[src/rtl/pwm_reload_timer.sv]
module pwm_reload_timer #(
  parameter int WIDTH = 32
) (
  input  logic             clk,
  input  logic             rst_n,
  input  logic             load_we,
  input  logic [WIDTH-1:0] load_wdata,
  input  logic             match_we,
  input  logic [WIDTH-1:0] match_wdata,
  input  logic             cnt_we,
  input  logic [WIDTH-1:0] cnt_wdata,
  input  logic             start,
  input  logic             stop,
  input  logic             pol_we,
  input  logic             pol_wdata,
  output logic             pwm_out,
  output logic             running,
  output logic             pol_state,
  output logic             cfg_err,
  output logic [WIDTH-1:0] count,
  output logic             ovf_pulse,
  output logic             match_pulse
);

  localparam logic [WIDTH-1:0] ALL_ONES = '1;
  localparam logic [WIDTH-1:0] PRELOAD  = ALL_ONES - 1'b1;

  logic [WIDTH-1:0] load_q, match_q, cnt_q;
  logic             run_q, act_q, pol_q;

  assign ovf_pulse   = run_q && (cnt_q == ALL_ONES);
  assign match_pulse = run_q && (cnt_q == match_q);
  assign cfg_err     = (load_q > match_q) || (match_q == ALL_ONES);
  assign pwm_out     = act_q ^ pol_q;
  assign running     = run_q;
  assign pol_state   = pol_q;
  assign count       = cnt_q;

  always_ff @(posedge clk or negedge rst_n) begin
    if (!rst_n) begin
      load_q  <= '0;
      match_q <= '0;
    end else begin
      if (load_we)  load_q  <= load_wdata;
      if (match_we) match_q <= match_wdata;
    end
  end

  always_ff @(posedge clk or negedge rst_n) begin
    if (!rst_n) begin
      run_q <= 1'b0;
      pol_q <= 1'b0;
    end else begin
      if (stop)                run_q <= 1'b0;
      else if (start && !run_q) run_q <= 1'b1;
      if (!run_q && pol_we)    pol_q <= pol_wdata;
    end
  end

  always_ff @(posedge clk or negedge rst_n) begin
    if (!rst_n) begin
      cnt_q <= '0;
    end else if (!run_q) begin
      if (start && !stop) cnt_q <= PRELOAD;
      else if (cnt_we)    cnt_q <= cnt_wdata;
    end else if (!stop) begin
      cnt_q <= ovf_pulse ? load_q : cnt_q + 1'b1;
    end
  end

  always_ff @(posedge clk or negedge rst_n) begin
    if (!rst_n)               act_q <= 1'b0;
    else if (!run_q || stop)  act_q <= 1'b0;
    else if (ovf_pulse)       act_q <= 1'b1;
    else if (match_pulse)     act_q <= 1'b0;
  end

  p_preload_r2: assert property (@(posedge clk) disable iff (!rst_n)
    (start && !stop && !running) |=> (running && count == PRELOAD));

  p_reload_r3: assert property (@(posedge clk) disable iff (!rst_n)
    (ovf_pulse && !stop) |=> (count == $past(load_q) && pwm_out != pol_state));

  p_match_off_r4: assert property (@(posedge clk) disable iff (!rst_n)
    (match_pulse && !ovf_pulse && !stop) |=> (pwm_out == pol_state));

  p_halt_r7: assert property (@(posedge clk) disable iff (!rst_n)
    stop |=> (!running && $stable(count) && pwm_out == pol_state));

  p_pol_lock_r8: assert property (@(posedge clk) disable iff (!rst_n)
    running |=> $stable(pol_state));

  p_cnt_lock_r9: assert property (@(posedge clk) disable iff (!rst_n)
    (running && !stop && !ovf_pulse) |=> (count == $past(count) + 1'b1));

endmodule

[config.mk]
export PLATFORM = sky130hd
export DESIGN_NAME = pwm_reload_timer
export DESIGN_NICKNAME = d
export VERILOG_FILES = /design/src/rtl/pwm_reload_timer.sv
export SDC_FILE = /design/constraint.sdc
export NUM_CORES = 1
export LEC_CHECK = 0
export ABC_CLOCK_PERIOD_IN_PS = 4700
export BUFFER_PORTS_ARGS = -buffer_cell sky130_fd_sc_hd__buf_2
export CAP_MARGIN = 20
export CORE_ASPECT_RATIO = 2
export CORE_MARGIN = 3
export CORE_UTILIZATION = 59
export DETAILED_ROUTE_END_ITERATION = 7
export GPL_ROUTABILITY_DRIVEN = 0
export GPL_TIMING_DRIVEN = 0
export PLACE_DENSITY_LB_ADDON = 0.1
export SKIP_CTS_REPAIR_TIMING = 1
export SYNTH_ARGS = -nofsm -noshare
export SYNTH_HDL_FRONTEND = slang
export SYNTH_SLANG_ARGS = --single-unit
export TNS_END_PERCENT = 30
[constraint.sdc]
create_clock -name clk -period 4.7 [get_ports clk]
set_clock_uncertainty 0.05 [all_clocks]
set_input_delay 0.94 -clock clk [delete_from_list [all_inputs] [get_ports clk]]
set_output_delay 0.94 -clock clk [all_outputs]
set_load 0.01 [all_outputs]
==> results.md <==
* Status: completed
* Dominant register cell in the synthesized netlist: dfrtp_1
* Time the final worst path needs with I/O delays and setup at 3.80 ns
* Number of standard-cell rows in the floorplan at 51
* Endpoint kind of the worst setup timing path: output port
* Chip width at 77.8 um
* CTS Buffer Depth at 2
* Amount of wire on met2 after detailed routing at 10800 um
* Synth-to-Final Area Change at 19.2%
* Detailed-router iteration count before antenna repair at 5
* Setup Viol. Count Final at 0
* Global-route wire length before repair at 32300 um
* Internal power at 1.62 mW
* Register cell area after layout at 2480 sq um
* Detailed placement HPWL at 15900 um
* Switching power total at 904 uW
* Register bit count reported by yosys at 99
* Static leakage at 3.29 nW
* Maximum fanout count along the critical path at 4
* Arrival time of data at the critical path endpoint at 2.81 ns
* Post-synthesis instance total at 667
* Non-filler instance count after layout at 956
* Syn_area_per_cell at 9.11 sq um
* Die Ht at 150 um
* Antenna cells at 0
* Number of max-capacitance violations reported at 0
* Number of sinks driven by the clock tree at 99
* Number of hold violations in the final report at 0
* Top Metal Used: met4
* Proportion of power drawn by flip-flops and latches at 44.7%
* Portion of the post-synthesis area used by sequential elements at 40.8%
* Fraction of the cycle the final worst path needs at 80.9%
* Overall overflow remaining after global route at 0
* Tightest slew margin relative to the limit at 50.7%
* Maximum number of pins on one net before global-route repair at 57
* Clock network latency to the later pin of the worst-skew pair at 0.36 ns
* Total power per unit cell area at 349 nW/um^2
* Filler Cell Count at 784
* Number of global-route vias before repair at 6257
* Worst Hold Slack at 0.511 ns
* Async SR Flop Fraction at 100%
* Vias per inst at 6.37
* Post-place instance area at 6970 sq um
* Clock network power share at 27.8%
* Cell taking the most area after synthesis: dfrtp_1
* Number of input and output port buffers inserted at 140
* Wire length on met1 at 6680 um
* Clock slew at reported path FFs at 0.07 ns
* RSZ-0062 raised after global routing: false
* DRC marker count from the first detailed-route iteration at 772
* Initial cell density of the core at 61.4%
* Yosys cell types at 55
* Root Buffer Master: clkbuf_16
* # H-tree levels at 3
* Syn Std Cell Area at 6080 sq um
* Final sum of negative setup slack at 0 ns
* Final layout net count at 957
* Switching portion of total power at 35.8%
* Total met3 wirelength after detailed routing at 1670 um
* Proportion of power drawn by combinational gates at 27.5%
* Total nets after synthesis at 805
* Die Area at 11600 sq um
* Antenna violations before repair at 0
* Yosys warnings at 0
* Startpoint type of the worst setup path: register
* Worst EP required at 3.71 ns
* Max Slew Vio Count at 0
* Worst hold path class: register to register
* Number of I/O pins at 143
* Vias after detailed routing at 6088
* Total clock buffers created by CTS at 9
* Placed cells at 940
* Share of cells above drive strength 1 at 26.0%
* Maximum VDD drop at 0.000245 V
* Core area at 9890 sq um
* WL final at 20900 um
* Synth top area share at 40.8%
* Crit Path Class: register to output port
* Peak clock frequency supported by timing at 263 MHz
* Tightest Pin Transition at 0.740 ns
* Count of unresolved DRC violations after routing at 0
* Largest cells by area after synthesis: dfrtp_1, o21ai_0, ha_1
* Number of flops mapped to enable cells by yosys at 0
* Area used by multi-input combinational logic at 3270 sq um
* Number of nets with antenna violations after detailed routing at 0
* Post-route design area at 7240 sq um
* Total track usage at 36.6%
* Average wire length per cell after detail routing at 21.8 um
* TritonCTS clock tree: built
worst paths after layout:
path | startpoint | end | slack, ns | cells after the start
worst max-delay path | load_q[31] | cfg_err | 0.90 | 5
worst min-delay path | load_q[30] | load_q[30] | 0.51 | 1
worst max register to register | running | count[18] | 2.21 | 8
worst min register to register | load_q[30] | load_q[30] | 0.51 | 1
max in group asynchronous | rst_n | load_q[0] | 3.33 | 2
min in group asynchronous | rst_n | load_q[22] | 0.55 | 1
metrics by stage:
step	worst slack [ns]	util, %	total power [mW]
4_1_cts	0.975	73.2	2.50
6_report	0.895	73.2	2.52
2_1_floorplan	1.76	-	1.51
3_3_place_gp	1.36	70.2	1.78
5_1_grt	0.817	73.2	2.63
3_5_place_dp	1.36	70.5	1.81
cell families after synthesis:
group	share of synthesized area, %
mux	5.93
compound gates	16.7
flops	40.8
xor+xnor	7.35
simple gates	17.1
fa+ha+maj	6.80
buf+inv	5.40
state kept, by name, indices dropped and copies added, names as in the netlist:
register / flops
running: 1
match_q: 32
pol_state: 1
load_q: 32
act_q: 1
count: 32
power groups by stage:
stage / Combinational, mW / Sequential [mW] / Clock [mW]
after floorplan: 0.408 / 1.10 / 0
after global placement: 0.649 / 1.13 / 0
after detailed placement: 0.678 / 1.13 / 0
after CTS: 0.685 / 1.12 / 0.700
after global routing: 0.762 / 1.14 / 0.733
final: 0.694 / 1.13 / 0.703
cells in the final DEF, fill, tap and decap left out, types with 4 or more instances in the layout:
master	instances
nor2_1	21
or3_1	11
xor2_1	19
and3_1	9
nor3_1	4
xnor2_1	32
a21o_1	4
clkbuf_1	25
a31oi_1	9
a21oi_1	44
o21ai_0	87
a211oi_1	4
dfrtp_1	99
clkbuf_16	9
nand3_1	18
and4_1	5
ha_1	33
buf_2	149
buf_4	5
o22ai_1	7
nand4_1	28
inv_1	36
nand2_1	76
mux2_2	32
nor4_1	10
synthesized netlist by cell type, types with 4 or more instances:
library cell	n
clkbuf_1	24
o21ai_0	87
buf_2	10
nor2_1	21
inv_1	36
a211oi_1	4
mux2_2	32
o22ai_1	7
a21o_1	4
nand2_1	76
xnor2_1	32
and4_1	5
ha_1	33
xor2_1	19
and3_1	9
a21oi_1	44
buf_4	4
nand3_1	18
nor3_1	4
dfrtp_1	99
or3_1	11
a31oi_1	9
nand4_1	28
nor4_1	10
area by class of cell:
type,instances,area share [%]
Multi-Input combinational cell,491,45.2
Clock inverter,6,0.570
Inverter,37,1.95
Tap cell,132,2.28
Timing Repair Buffer,141,10.1
Buffer,40,2.57
Sequential cell,99,34.2
Clock buffer,10,3.16
critical path, cell delays in order (launching register included):
cell and delay, ns:
dfrtp_1 0.47, ha_1 0.40, nand4_1 0.29, or4_1 0.67, o311ai_0 0.42, buf_2 0.21
per-layer routing:
metal	vias up	GRT usage (%)
li1	2701	-
met1	2860	38.5
met2	400	63.2
met3	127	7.41
met4	0	27.5
met5	-	0
(Power assumes the default switching activity.)
